[src/rtl/uart_xcvr_pkg.sv]
package uart_xcvr_pkg;

    typedef enum logic [2:0] {
        PAR_NONE  = 3'd0,
        PAR_EVEN  = 3'd1,
        PAR_ODD   = 3'd2,
        PAR_MARK  = 3'd3,
        PAR_SPACE = 3'd4
    } par_mode_e;

    typedef enum logic [2:0] {
        FR_IDLE,
        FR_START,
        FR_DATA,
        FR_PARITY,
        FR_STOP
    } frame_st_e;

    // Parity bit that the given mode attaches to a byte
    function automatic logic par_bit(input par_mode_e mode, input logic [7:0] d);
        logic r;
        unique case (mode)
            PAR_EVEN:  r = ^d;
            PAR_ODD:   r = ~^d;
            PAR_MARK:  r = 1'b1;
            PAR_SPACE: r = 1'b0;
            default:   r = 1'b0;
        endcase
        return r;
    endfunction

endpackage

[src/rtl/uart_tx_core.sv]
module uart_tx_core
    import uart_xcvr_pkg::*;
#(
    parameter int unsigned DIV   = 434,
    parameter par_mode_e   PMODE = PAR_NONE,
    parameter int unsigned NSTOP = 1
) (
    input  logic       clk,
    input  logic       rst_n,
    input  logic       valid,
    input  logic [7:0] data,
    output logic       ready,
    output logic       txd
);
    localparam logic [15:0] FULL_M1 = 16'(DIV - 1);

    frame_st_e   st_q, st_d;
    logic [15:0] cnt_q;
    logic [2:0]  bit_q;
    logic        stop_q;
    logic [7:0]  sh_q;
    logic        pb_q;
    logic        tick;
    logic        last_stop;

    assign tick      = (cnt_q == 16'd0);
    assign last_stop = (stop_q == 1'(NSTOP - 1));

    always_comb begin
        st_d = st_q;
        unique case (st_q)
            FR_IDLE:   if (valid) st_d = FR_START;
            FR_START:  if (tick) st_d = FR_DATA;
            FR_DATA:   if (tick && bit_q == 3'd7)
                           st_d = (PMODE == PAR_NONE) ? FR_STOP : FR_PARITY;
            FR_PARITY: if (tick) st_d = FR_STOP;
            FR_STOP:   if (tick && last_stop) st_d = FR_IDLE;
            default:   st_d = FR_IDLE;
        endcase
    end

    always_ff @(posedge clk or negedge rst_n) begin
        if (!rst_n) st_q <= FR_IDLE;
        else        st_q <= st_d;
    end

    always_ff @(posedge clk or negedge rst_n) begin
        if (!rst_n) begin
            cnt_q  <= FULL_M1;
            bit_q  <= 3'd0;
            stop_q <= 1'b0;
            sh_q   <= 8'd0;
            pb_q   <= 1'b0;
        end else if (st_q == FR_IDLE) begin
            cnt_q  <= FULL_M1;
            bit_q  <= 3'd0;
            stop_q <= 1'b0;
            if (valid) begin
                sh_q <= data;
                pb_q <= par_bit(PMODE, data);
            end
        end else begin
            cnt_q <= tick ? FULL_M1 : cnt_q - 16'd1;
            if (tick && st_q == FR_DATA) begin
                sh_q  <= {1'b0, sh_q[7:1]};
                bit_q <= bit_q + 3'd1;
            end
            if (tick && st_q == FR_STOP) stop_q <= stop_q + 1'b1;
        end
    end

    // Output decode
    always_comb begin
        ready = (st_q == FR_IDLE);
        unique case (st_q)
            FR_START:  txd = 1'b0;
            FR_DATA:   txd = sh_q[0];
            FR_PARITY: txd = pb_q;
            default:   txd = 1'b1;
        endcase
    end

endmodule

[src/rtl/uart_rx_core.sv]
module uart_rx_core
    import uart_xcvr_pkg::*;
#(
    parameter int unsigned DIV   = 434,
    parameter par_mode_e   PMODE = PAR_NONE,
    parameter int unsigned NSTOP = 1
) (
    input  logic       clk,
    input  logic       rst_n,
    input  logic       rxd,
    output logic       valid,
    output logic [7:0] data,
    output logic       perr,
    output logic       ferr
);
    localparam logic [15:0] FULL_M1 = 16'(DIV - 1);
    localparam logic [15:0] HALF_M1 = 16'(DIV / 2 - 1);

    frame_st_e   st_q, st_d;
    logic        rx_m, rx_s;
    logic [15:0] cnt_q;
    logic [2:0]  bit_q;
    logic        stop_q;
    logic [7:0]  sh_q;
    logic        pok_q;
    logic        fe_q;
    logic        tick;
    logic        last_stop;
    logic        done;

    assign tick      = (cnt_q == 16'd0);
    assign last_stop = (stop_q == 1'(NSTOP - 1));
    assign done      = (st_q == FR_STOP) && tick && last_stop;

    // Two-flop synchroniser
    always_ff @(posedge clk or negedge rst_n) begin
        if (!rst_n) begin
            rx_m <= 1'b1;
            rx_s <= 1'b1;
        end else begin
            rx_m <= rxd;
            rx_s <= rx_m;
        end
    end

    always_comb begin
        st_d = st_q;
        unique case (st_q)
            FR_IDLE:   if (!rx_s) st_d = FR_START;
            FR_START:  if (tick) st_d = rx_s ? FR_IDLE : FR_DATA;
            FR_DATA:   if (tick && bit_q == 3'd7)
                           st_d = (PMODE == PAR_NONE) ? FR_STOP : FR_PARITY;
            FR_PARITY: if (tick) st_d = FR_STOP;
            FR_STOP:   if (tick && last_stop) st_d = FR_IDLE;
            default:   st_d = FR_IDLE;
        endcase
    end

    always_ff @(posedge clk or negedge rst_n) begin
        if (!rst_n) st_q <= FR_IDLE;
        else        st_q <= st_d;
    end

    always_ff @(posedge clk or negedge rst_n) begin
        if (!rst_n) begin
            cnt_q  <= HALF_M1;
            bit_q  <= 3'd0;
            stop_q <= 1'b0;
            sh_q   <= 8'd0;
            pok_q  <= 1'b1;
            fe_q   <= 1'b0;
        end else if (st_q == FR_IDLE) begin
            cnt_q  <= HALF_M1;
            bit_q  <= 3'd0;
            stop_q <= 1'b0;
            pok_q  <= 1'b1;
            fe_q   <= 1'b0;
        end else begin
            cnt_q <= tick ? FULL_M1 : cnt_q - 16'd1;
            if (tick && st_q == FR_DATA) begin
                sh_q  <= {rx_s, sh_q[7:1]};
                bit_q <= bit_q + 3'd1;
            end
            if (tick && st_q == FR_PARITY) pok_q <= (rx_s == par_bit(PMODE, sh_q));
            if (tick && st_q == FR_STOP) begin
                stop_q <= stop_q + 1'b1;
                if (!rx_s) fe_q <= 1'b1;
            end
        end
    end

    // Registered outputs
    always_ff @(posedge clk or negedge rst_n) begin
        if (!rst_n) begin
            valid <= 1'b0;
            data  <= 8'd0;
            perr  <= 1'b0;
            ferr  <= 1'b0;
        end else begin
            valid <= done;
            if (done) begin
                data <= sh_q;
                perr <= !pok_q;
                ferr <= fe_q | !rx_s;
            end
        end
    end

endmodule

[src/rtl/uart_xcvr.sv]
module uart_xcvr
    import uart_xcvr_pkg::*;
#(
    parameter int unsigned CLK_HZ    = 50_000_000,
    parameter int unsigned BAUD      = 115_200,
    parameter int          PARITY    = 0,
    parameter int unsigned STOP_BITS = 1
) (
    input  logic       clk,
    input  logic       rst_n,
    input  logic       rxd,
    output logic       txd,
    input  logic       tx_valid,
    input  logic [7:0] tx_data,
    output logic       tx_ready,
    output logic       rx_valid,
    output logic [7:0] rx_data,
    output logic       rx_parity_err,
    output logic       rx_frame_err
);
    localparam int unsigned DIV   = CLK_HZ / BAUD;
    localparam par_mode_e   PMODE = par_mode_e'(PARITY[2:0]);

    uart_tx_core #(.DIV(DIV), .PMODE(PMODE), .NSTOP(STOP_BITS)) u_tx (
        .clk   (clk),
        .rst_n (rst_n),
        .valid (tx_valid),
        .data  (tx_data),
        .ready (tx_ready),
        .txd   (txd)
    );

    uart_rx_core #(.DIV(DIV), .PMODE(PMODE), .NSTOP(STOP_BITS)) u_rx (
        .clk   (clk),
        .rst_n (rst_n),
        .rxd   (rxd),
        .valid (rx_valid),
        .data  (rx_data),
        .perr  (rx_parity_err),
        .ferr  (rx_frame_err)
    );

endmodule

[config.mk]
export PLATFORM = sky130hd
export DESIGN_NAME = uart_xcvr
export DESIGN_NICKNAME = d
export VERILOG_FILES = /design/src/rtl/uart_xcvr_pkg.sv /design/src/rtl/uart_tx_core.sv /design/src/rtl/uart_rx_core.sv /design/src/rtl/uart_xcvr.sv
export SDC_FILE = /design/constraint.sdc
export NUM_CORES = 1
export LEC_CHECK = 0
export BUFFER_PORTS_ARGS = -buffer_cell sky130_fd_sc_hd__buf_2
export CAP_MARGIN = 30
export CORE_UTILIZATION = 52
export CTS_CLUSTER_SIZE = 28
export DETAILED_ROUTE_END_ITERATION = 6
export MAX_ROUTING_LAYER = met4
export PLACE_DENSITY = 0.7
export SYNTH_ARGS = -nofsm -noshare
export SYNTH_HDL_FRONTEND = slang
export SYNTH_SLANG_ARGS = --single-unit
[constraint.sdc]
create_clock -name clk -period 6.97 [get_ports clk]
set_clock_uncertainty 0.15 [all_clocks]
set_input_delay 1.0455 -clock clk [delete_from_list [all_inputs] [get_ports clk]]
set_output_delay 1.0455 -clock clk [all_outputs]
set_load 0.05 [all_outputs]
* Word level (Yosys, flattened, before mapping)
Cells that the tools add are included.
Cells by class: bitwise gates (word level) 4, reduce and logical (&&, ||, !) cells 27, add/subtract/negate cells 6, eq/ne operators 22, multiplexer cells 36
Operators by type and width (count):
- 16-bit 2-to-1 mux | 4
- 3-bit 2-to-1 mux | 14
- 16-bit logical NOT | 2
- 16-bit by 1-bit subtractor with 16-bit output, second input constant | 2
- 3-bit one-hot mux with 5 select lines | 2
- 8-bit 2-to-1 mux | 3
- 2-bit by 1-bit != test with 1-bit output, second input constant | 7
- 3-bit by 2-bit equality test with 1-bit output, second input constant | 4
- 3-bit equality test, second input constant | 4
- 1-bit 2-to-1 mux | 11
- 1-bit logical AND | 10
- 5-bit AND reduction | 2
- 2-bit nonzero test | 5
- 2-bit != test, second input constant | 4
- 3-bit by 1-bit adder with 3-bit output, second input constant | 2
- 3-bit by 1-bit equality test with 1-bit output, second input constant | 2
- 3-bit logical NOT | 2
- 2-bit AND reduction | 3
- 1-bit NOT | 3
- 1-bit adder, second input constant | 2
- 1-bit logical NOT | 2
- 2-bit 2-to-1 mux | 1
- 1-bit one-hot mux with 2 select lines | 1
- 2-bit OR reduction | 1
- 2 further kinds | 2
Word-level totals: output and inout bits 13, logic and storage cells 113, bits of input ports 12, register bits 77

* Depth between registers and ports, before layout
Gate-level depths: netlist of run 1.
depth after elaboration 7, depth in mapped cells 8, depth with buffers taken out 6

* Cells and area by module
A second synthesis of run 1 with hierarchy kept.
Unflattened totals: cells, all modules 323, area total of the unflattened synthesis 3756.1 µm²
Modules (own cells, without submodules):
- uart_rx_core | instances 1, sequential area each 1159.9 µm², cells an instance 175, area each 2115.8 µm²
- uart_tx_core | instances 1, sequential area each 782.0 µm², cells an instance 148, area each 1640.3 µm²

* Worst setup path before layout of run 1
Ideal clock, no wire load.
path kind register to output, start reg u_tx.st_q[2], end out tx_ready, buffers on the path 1, arrival time 1.300 ns, data required time 5.774 ns, setup slack 4.474 ns, stages on the path, launching flop included 4, cell sequence dfrtp_1 > clkbuf_1 > or3_1 > inv_1
Between the ends: cells in the longest elaborated chain, start to end 1
RTL lines:
- start, declared | line uart_tx_core.sv:17 | frame_st_e st_q, st_d;
- start signal, assigned | line uart_tx_core.sv:44 | else st_q <= st_d;
- 3-bit logical NOT | line uart_tx_core.sv:74 | ready = (st_q == FR_IDLE);
- end, declared | line uart_xcvr.sv:15 | output logic tx_ready,
No other way between the ends.

* Worst setup path after layout of run 1
Same ends and word-level chain as after synthesis.

==> Implementation_results.wiki, run 1 <==
{| class="wikitable"
! Metric !! Value
|-
| Switching power of the nets || 170 uW
|-
| Share of the yosys chip area belonging to registers || 52.3%
|-
| Overall die height || 86.5 um
|-
| Initial DRC count || 137
|-
| TritonCTS clock tree || yes
|-
| Clock network power share || between 40% and 50%
|-
| Largest stage delay on the critical path || slightly below 500 ps
|-
| Endpoint, Worst Hold || u_rx.rx_s
|-
| Fraction of final layout cells with drive strength greater than 1 || 25.9%
|-
| Distinct cells, synth || 46
|-
| Routability cong. || ~0.83
|-
| Worst setup path startpoint || u_tx.st_q[2]
|-
| Unrepaired setup endpoints after global routing || no
|-
| Slew headroom || 54.2%
|-
| Number of hold violations in the final report || 0
|-
| DIE AREA || 7480 um2
|-
| Post-CTS Hold Fix Bufs || 0
|-
| Flop pwr share || 56.3%
|-
| FF-to-FF path depth || 6
|-
| Slowest-stage cell, CP || or3_1
|-
| Total setup buffers inserted after CTS || 0
|-
| Number of flops mapped to enable cells by yosys || 0
|-
| Half-perimeter wire length after placement || 4520 um
|-
| Flip-flop cell with the highest count after synthesis || dfrtp_1
|-
| Starting Density || 54.3%
|-
| Resized Gates After CTS || 0
|-
| Clock Latency Late Sink || ~340 ps
|-
| IO Count || 25
|-
| Post-route ant nets || 0
|-
| FMAX || ~340 MHz
|-
| Detailed-route via count || 2523
|-
| Int Pwr || 626 uW
|-
| Cell with the most instances after synthesis || dfrtp_1
|-
| N_diodes || 0
|-
| Initial antenna violation count || 0
|-
| Launch point of the worst hold path || u_rx.rx_m
|-
| Area of the mapped netlist || 3710 um2
|-
| Cts bufs inserted || 9
|-
| Power per Cell Area || 194 nW/um2
|-
| Worst hold slack || between 200 and 250 ps
|-
| Area delta synth->final || 10.9%
|-
| Longest Clk Path Bufs || 2
|-
| Reg-to-reg endpoint || u_rx.data[3]
|-
| Wire length of the first global-routing pass || 11700 um
|-
| Switching part of the total power || 21.4%
|-
| Number of synthesis warnings || 0
|-
| Library cell occupying the most area in the post-synthesis netlist || dfrtp_1
|-
| Die width || 86.5 um
|-
| Total global-route track usage || 20.7%
|-
| Remaining design rule violation count || 0
|-
| Leakage power of the design || about 0.002 uW
|-
| Peak supply drop || 96.6 uV
|-
| Min Tclk post-route || 2920 ps
|-
| Average wire length per cell after detail routing || ~15 um
|-
| Number of setup violations in the final report || 0
|-
| Overflow left after global routing || 0
|-
| Worst reg2reg startpoint || u_rx.cnt_q[0]
|-
| Number of H-tree branching levels || 3
|-
| DR pass1 iterations || 4
|-
| Average size of a mapped cell || 11.2 um2
|-
| Core Footprint || 6830 um2
|-
| Post-synth ARST share || between 90% and 100%
|-
| Count of buffers inserted at the top-level ports || 24
|-
| # Max-Cap Violations || 0
|-
| Net count after synthesis || between 300 and 400
|-
| Via count of the first global-routing pass || around 2.4k
|-
| Post-synthesis register bit count || 77
|-
| Worst endpoint required time || 5770 ps
|-
| Arr. time, crit path || 1720 ps
|-
| Net total in the final layout || 373
|-
| Routed vias/inst || ~5.5
|-
| Setup slack of the worst register-to-register path || slightly above 4000 ps
|-
| Drt total wl || 6750 um
|-
| Critical Path Source Type || flip-flop
|-
| Rows || 30
|-
| Synth area leaders || dfrtp_1 (44%), dfstp_2 (8.5%), mux2_4 (6.5%), nor2_1 (3.8%), xor2_1 (3.5%)
|-
| Top cell types by occurrence after synthesis || dfrtp_1 (65), nor2_1 (38), nand2_1 (25)
|-
| CP max FO || 9
|-
| Number of sinks handled by clock tree synthesis || 77
|-
| Number of cells on the worst hold path || 0
|-
| Worst Setup Path Type || flip-flop to output port
|-
| Clock tree root buffer cell || clkbuf_8
|-
| Fraction of the cycle the final worst path needs || about two fifths
|-
| Reg clk slew, reported paths || 80 ps
|-
| Ordered list of cells on the worst path || or3_1 -> inv_1 -> buf_2
|-
| Final max-slew violation count || 0
|-
| Maximum number of pins on one net before global-route repair || between 70 and 80
|-
| Sum Neg Setup Slack || 0 ps
|-
| Number of standard cells after synthesis || 330
|-
| Critical Path End Type || output port
|-
| Actual transition at the worst max-transition pin || 682 ps
|-
| Gate power share || 1.7%
|-
| Class of the worst hold path || flip-flop to flip-flop
|-
| Proportion of netlist area held by the largest area contributor || 43.8%
|-
| Status || complete, no violations
|}
-- cell usage in the layout (no fill, tap or decap), drive strengths merged, types with 8 or more instances in the layout --
cell type  synthesis  layout
nor4               8       8
xnor2              9       9
dfstp             12      12
dfrtp             65      65
mux2              17      17
inv               11      11
nand4              9       9
nor3              11      11
clkbuf             9      12
nor2              38      38
xor2              15      15
nand2             25      25
buf                4      26
or2                8       8
-- worst max path at each step --
stage,to,depth (start not counted)
finish,tx_ready,3
global route,u_rx.data[3],6
CTS,tx_ready,3
detailed placement,u_rx.data[3],6
global placement,u_rx.data[6],4
floorplan,tx_ready,3
-- per-layer routing --
| metal | global-route usage, % | wire length [um] |
|---|---|---|
| met5 | - | 0 |
| met1 | 27.7 | 3160 |
| met4 | 8.33 | 110 |
| met3 | 4.76 | 209 |
| met2 | 30.4 | 3280 |
-- power groups by stage --
stage               registers (uW)  logic (uW)  clock network [uW]
floorplan                      457       0.574                   0
global placement               457        12.4                   0
detailed placement             457        12.6                   0
CTS                            448        12.6                 343
global route                   448        16.3                 367
finish                         448        13.9                 335
-- through the flow --
step,power [uW],area [um2],instances,utilization [%],setup slack (ps)
final,797,4110,455,60.2,4050
after global routing,832,4110,455,60.2,3920
after CTS,804,4090,454,59.8,4050
after detailed placement,470,3890,438,57.0,4190
after global placement,469,3890,438,57.0,4290
after floorplan,457,3710,330,-,4470
-- logic make-up after synthesis --
logic type | share of synthesized area, %
and+or+nand+nor | 21.1
DFF | 52.3
AOI/OAI and AO/OA | 6.91
xor gates and xnor gates | 5.67
buffers and inverters | 2.90
muxes | 8.67
adders and majority gates | 2.36
-- critical path: cells and delay by family (launching register included) --
family	cells	cell delay, ps
buffers and inverters	2	430
AND/OR/NAND/NOR	1	490
flip-flops	1	460
-- state kept, by name (all words and copies together) (netlist names), 3 cells and up --
register	flops
u_rx.bit_q	3
u_rx.cnt_q	16
u_rx.data	8
u_rx.sh_q	8
u_rx.st_q	3
u_tx.bit_q	3
u_tx.cnt_q	16
u_tx.sh_q	8
u_tx.st_q	3
-- area by class of cell --
type / instances / area, um2
multi-input combinational: 229 / 1660
tap: 96 / 120
clock inverter: 4 / 47.5
sequential: 77 / 1940
timing repair buffer: 26 / 158
clock buffer: 12 / 145
fill: 577 / 2720
inverter: 11 / 41.3
(Power assumes the default switching activity.)
==> inputs of run 2 (changes only) <==
==> constraint.sdc (replaced) <==
create_clock -name clk -period 2.7 [get_ports clk]
set_clock_uncertainty 0.15 [all_clocks]
set_input_delay 0.405 -clock clk [delete_from_list [all_inputs] [get_ports clk]]
set_output_delay 0.405 -clock clk [all_outputs]
set_load 0.05 [all_outputs]
==> Implementation_results.wiki, run 2 (same netlist as run 1, synthesis figures left out) <==
{| class="wikitable"
! Metric !! Value
|-
| Largest stage delay on the critical path || 660 ps
|-
| Met3 Use GR || 5.14%
|-
| CP max FO || 10
|-
| Clock tree root buffer cell || clkbuf_8
|-
| Arr. time, crit path || 2560 ps
|-
| Wire length of the first global-routing pass || 11300 um
|-
| TritonCTS clock tree || yes
|-
| Fill cell instance count of the final layout || 555
|-
| Min Tclk post-route || 2470 ps
|-
| Actual transition at the worst max-transition pin || ~710 ps
|-
| Net total in the final layout || 380
|-
| Area used by multi-input combinational logic || 1670 um2
|-
| Slew headroom || 52.3%
|-
| Sum of buffers and inverters on the critical path || 1
|-
| GR met1 Demand/Resource || 26.7%
|-
| Sum Neg Setup Slack || 0 ps
|-
| Overflow left after global routing || 0
|-
| Worst endpoint required time || 2790 ps
|-
| Status || complete, no violations
|-
| Cts bufs inserted || 9
|-
| N_diodes || 0
|-
| Critical Path Source Type || flip-flop
|-
| Die width || 86.5 um
|-
| Maximum number of pins on one net before global-route repair || 78
|-
| Total global-route track usage || 20.6%
|-
| Fraction of the cycle the final worst path needs || 91.4%
|-
| Routed vias/inst || 5.41
|-
| Initial antenna violation count || 0
|-
| Via count of the first global-routing pass || 2381
|-
| Fraction of final layout cells with drive strength greater than 1 || between 20% and 30%
|-
| Total setup buffers inserted after CTS || 0
|-
| Power per Cell Area || 516 nW/um2
|-
| Number of hold violations in the final report || 0
|-
| IO Count || 25
|-
| Commonest non-fill, non-tap cell in the layout || dfrtp_1
|-
| Count of buffers inserted at the top-level ports || 24
|-
| Number of setup violations in the final report || 0
|-
| Post-Route Utilization || 61.6%
|-
| Unrepaired setup endpoints after global routing || no
|-
| Area delta synth->final || 13.4%
|-
| Final WS setup || 233 ps
|-
| Remaining design rule violation count || 0
|-
| FMAX || ~410 MHz
|-
| Final max-slew violation count || 0
|-
| Slowest-stage cell, CP || or3_1
|-
| Reg area || 1940 um2
|-
| DIE AREA || 7480 um2
|-
| Ordered list of cells on the worst path || inv_1 -> ha_1 -> nor4b_2 -> nand4_2 -> or3_1 -> mux2_4
|-
| Post-route ant nets || 0
|-
| Routability cong. || between 0.8 and 0.9
|-
| GRT Max-Usage Layer || met2
|-
| Largest registers ranked by flip-flop count || u_rx.cnt_q x16, u_tx.cnt_q x16
|-
| Rows || 30
|-
| Critical Path End Type || flip-flop
|-
| Average wire length per cell after detail routing || roughly 14 um
|-
| Leakage power of the design || 0.00202 uW
|-
| Most used cells in the layout excluding fill and tap cells || dfrtp_1 (65), nor2_1 (38), nand2_1 (25)
|-
| Peak supply drop || 206 uV
|-
| CP delay by family, top || simple AND/OR/NAND/NOR gates
|-
| Core Footprint || 6830 um2
|-
| Clock Latency Late Sink || between 300 and 400 ps
|-
| Detailed-route via count || 2500
|-
| Class of the worst hold path || flip-flop to flip-flop
|-
| Starting Density || a little over half
|-
| Initial DRC count || 171
|-
| Reg clk slew, reported paths || 80 ps
|-
| # Max-Cap Violations || 0
|-
| Worst Setup Path Type || flip-flop to flip-flop
|-
| Longest Clk Path Bufs || 2
|-
| Half-perimeter wire length after placement || 4380 um
|-
| Met2 demand-to-capacity share in global routing || between 30% and 40%
|-
| Overall die height || 86.5 um
|-
| DR pass1 iterations || 4
|-
| Drt total wl || 6590 um
|-
| Number of sinks handled by clock tree synthesis || between 70 and 80
|-
| Number of H-tree branching levels || 3
|-
| Post-Place Setup Slack || 101 ps
|}
==> run 2: changes by cell type in the layout (fill, tap and decap cells not counted), sizes merged <==
cell | previous run | this run
buf | 26 | 31
clkbuf | 12 | 9
dlygate4sd3 | 0 | 2
inv | 11 | 13
bufinv | 1 | 2
clkinv | 2 | 1
clkinvlp | 1 | 2
==> run 2: final timing paths <==
check	from	endpoint	slack, ps	depth (start not counted)
setup / recovery	u_rx.cnt_q[0]	u_rx.data[4]	230	6
hold / removal	u_rx.rx_m	u_rx.rx_s	210	0
setup reg to reg	u_rx.cnt_q[0]	u_rx.data[4]	230	6
hold reg to reg	u_rx.rx_m	u_rx.rx_s	210	0
max in group asynchronous	rst_n	u_tx.cnt_q[4]	1570	3
min in group asynchronous	rst_n	u_tx.st_q[1]	230	2
==> run 2: repair_timing <==
item | 4_1_cts | 5_1_grt
endpoints found under the setup margin | 0 | 9
endpoints found under the hold margin | 1 | 65
gates resized for setup | 0 | 1
hold buffers | 1 | 1
==> run 2: final cells by class <==
| type | count | area share, % |
|---|---|---|
| Clock inverter | 7 | 2.32 |
| Multi-Input combinational cell | 229 | 39.6 |
| Inverter | 11 | 0.982 |
| Sequential cell | 77 | 46.2 |
| Timing Repair Buffer | 33 | 5.12 |
| Clock buffer | 9 | 2.94 |
| Tap cell | 96 | 2.86 |
==> run 2: routing by layer <==
metal / up-vias / share of wire [%]
met4: 0 / 1.8
met1: 1216 / 48
met5: - / 0
met2: 43 / 47
li1: 1231 / -
met3: 10 / 3.2
==> run 2: stage by stage <==
step	hold WS [ps]	power, uW	std cells	instance area, um2
final	209	2170	462	4210
after global routing	221	2260	462	4210
after CTS	67.5	2200	460	4160
after detailed placement	204	1210	443	3930
after global placement	210	1210	443	3930
after floorplan	-40.6	1180	330	3710
==> run 2: report_power, final <==
part           total (uW)  internal, uW  switching (uW)
Combinational        37.7          12.8            24.8
Clock                 974           525             449
Sequential           1160          1160            1.49
Total                2170          1690             475
==> inputs of run 3 (changes only) <==
--- a/config.mk
+++ b/config.mk
@@ -11,7 +11,7 @@
 export CTS_CLUSTER_SIZE = 28
 export DETAILED_ROUTE_END_ITERATION = 6
 export MAX_ROUTING_LAYER = met4
-export PLACE_DENSITY = 0.7
+export PLACE_DENSITY = 0.73
 export SYNTH_ARGS = -nofsm -noshare
 export SYNTH_HDL_FRONTEND = slang
 export SYNTH_SLANG_ARGS = --single-unit
==> Implementation_results.wiki, run 3 (same netlist as run 1, synthesis figures left out) <==
{| class="wikitable"
! Metric !! Value
|-
| Status || complete, no violations
|-
| GR met1 Demand/Resource || 26.9%
|-
| CP max FO || 10
|-
| Core Footprint || 6830 um2
|-
| Starting Density || between 50% and 60%
|-
| DIE AREA || 7480 um2
|-
| FMAX || 407 MHz
|-
| Total setup buffers inserted after CTS || 0
|-
| Initial antenna violation count || 0
|-
| Critical Path Source Type || flip-flop
|-
| Clock network power share || 40.1%
|-
| Die width || 86.5 um
|-
| Number of sinks handled by clock tree synthesis || 77
|-
| Overflow left after global routing || 0
|-
| Longest Clk Path Bufs || 2
|-
| Peak supply drop || 224 uV
|-
| Number of setup violations in the final report || 0
|-
| Overall die height || 86.5 um
|-
| Reg clk slew, reported paths || 80 ps
|-
| Fill cell instance count of the final layout || 586
|-
| Half-perimeter wire length after placement || roughly 4700 um
|-
| Most used cells in the layout excluding fill and tap cells || dfrtp_1 (65), nor2_1 (38), nand2_1 (25)
|-
| Final max-slew violation count || 0
|-
| Actual transition at the worst max-transition pin || 675 ps
|-
| Routed vias/inst || 5.43
|-
| Fraction of the cycle the final worst path needs || 91.0%
|-
| Number of H-tree branching levels || 3
|-
| Flop pwr share || 58.1%
|-
| Largest registers ranked by flip-flop count || u_rx.cnt_q x16, u_tx.cnt_q x16
|-
| Rows || 30
|-
| Class of the worst hold path || flip-flop to flip-flop
|-
| Met2 demand-to-capacity share in global routing || 31.5%
|-
| Reg area || approximately 1900 um2
|-
| Leakage power of the design || 0.00200 uW
|-
| Switching power of the nets || 461 uW
|-
| Critical Path End Type || flip-flop
|-
| Cts bufs inserted || 9
|-
| Net total in the final layout || 380
|-
| IO Count || 25
|-
| Average wire length per cell after detail routing || 14.4 um
|-
| Sum Neg Setup Slack || 0 ps
|-
| Routability cong. || 0.944
|-
| Number of hold violations in the final report || 0
|-
| Total global-route track usage || 20.8%
|-
| Count of buffers inserted at the top-level ports || 24
|-
| Remaining design rule violation count || 0
|-
| Clock tree root buffer cell || clkbuf_8
|-
| TritonCTS clock tree || yes
|-
| GRT Max-Usage Layer || met2
|-
| Gate power share || 1.9%
|-
| Unrepaired setup endpoints after global routing || no
|-
| Power per Cell Area || 479 nW/um2
|-
| Arr. time, crit path || 2540 ps
|-
| Switching part of the total power || 23.1%
|-
| Fraction of final layout cells with drive strength greater than 1 || 27.6%
|-
| Int Pwr || 1530 uW
|-
| Area delta synth->final || 12.3%
|-
| Detailed-route via count || roughly 2.5k
|-
| Post-route ant nets || 0
|-
| Sum of internal, switching and leakage power || about 2000 uW
|-
| Via count of the first global-routing pass || roughly 2.5k
|-
| Slew headroom || about 55%
|-
| Clock Latency Late Sink || 350 ps
|-
| Maximum number of pins on one net before global-route repair || 78
|-
| Area used by multi-input combinational logic || 1670 um2
|-
| Min Tclk post-route || roughly 2500 ps
|-
| Wire length of the first global-routing pass || 11700 um
|-
| Initial DRC count || 160
|-
| Drt total wl || 6660 um
|-
| Met3 Use GR || 6.57%
|-
| # Max-Cap Violations || 0
|-
| Worst Setup Path Type || flip-flop to flip-flop
|-
| DR pass1 iterations || 4
|-
| Commonest non-fill, non-tap cell in the layout || dfrtp_1
|-
| N_diodes || 0
|-
| Worst endpoint required time || 2790 ps
|}
run 3: changes by cell type in the layout (fill, tap and decap cells not counted):
cell        delta
clkbuf_8       +1
or3_1          -1
nor4b_2        -1
clkinv_2       +1
bufinv_16      -2
nor4b_1        +1
or3_4          +1
clkinvlp_4     -1
clkinv_4       +1
run 3: area by class of cell:
cell class | instances | share of cell area, %
flip-flops and latches | 77 | 46.6
multi-input cells | 229 | 40.0
repair buffers | 33 | 5.17
clock buffers | 10 | 3.30
well taps | 96 | 2.88
clock inverters | 6 | 1.05
inverters | 11 | 0.991
run 3: power by group through the flow:
stage          sequential, uW  combinational, uW  clock, uW
3_3_place_gp             1180               31.4          0
2_1_floorplan            1180               1.48          0
4_1_cts                  1160               33.2        829
5_1_grt                  1160               43.8        873
3_5_place_dp             1180               32.0          0
6_report                 1160               37.6        798
run 3: per-stage QoR:
step / hold slack [ps] / cells / area [um2] / util (%) / worst slack, ps
floorplan: -40.6 / 330 / 3710 / - / 468
global placement: 210 / 443 / 3930 / 57.5 / 165
finish: 216 / 462 / 4170 / 61.0 / 243
CTS: 71.6 / 460 / 4120 / 60.3 / 45.9
global route: 226 / 462 / 4170 / 61.0 / 96.4
detailed placement: 212 / 443 / 3930 / 57.5 / 77.4
run 3: worst paths after layout:
check,end,cells after the start,from,slack [ps]
worst min register to register,u_rx.rx_s,0,u_rx.rx_m,220
worst max-delay path,u_rx.data[1],6,u_rx.cnt_q[0],240
worst max register to register,u_rx.data[1],6,u_rx.cnt_q[0],240
min in group asynchronous,u_tx.sh_q[1],3,rst_n,460
max in group asynchronous,u_tx.cnt_q[4],3,rst_n,1610
worst min-delay path,u_rx.rx_s,0,u_rx.rx_m,220
run 3: worst max-delay path: stages, from the launching register on:
cell and delay [ps]:
dfrtp_1 410, inv_1 90, ha_1 160, nor4b_1 410, nand4_2 250, or3_4 530
mux2_4 330
run 3: layer usage:
layer	wire, um	share of wire, %
met1	3210	48
met4	59	0.89
met2	3170	48
met5	0	0
met3	210	3.2
run 3: timing repair:
action | 4_1_cts | 5_1_grt
hold endpoints to repair | 1 | 65
resized for setup | 0 | 1
hold buffers | 1 | 1
setup endpoints to repair | 0 | 9
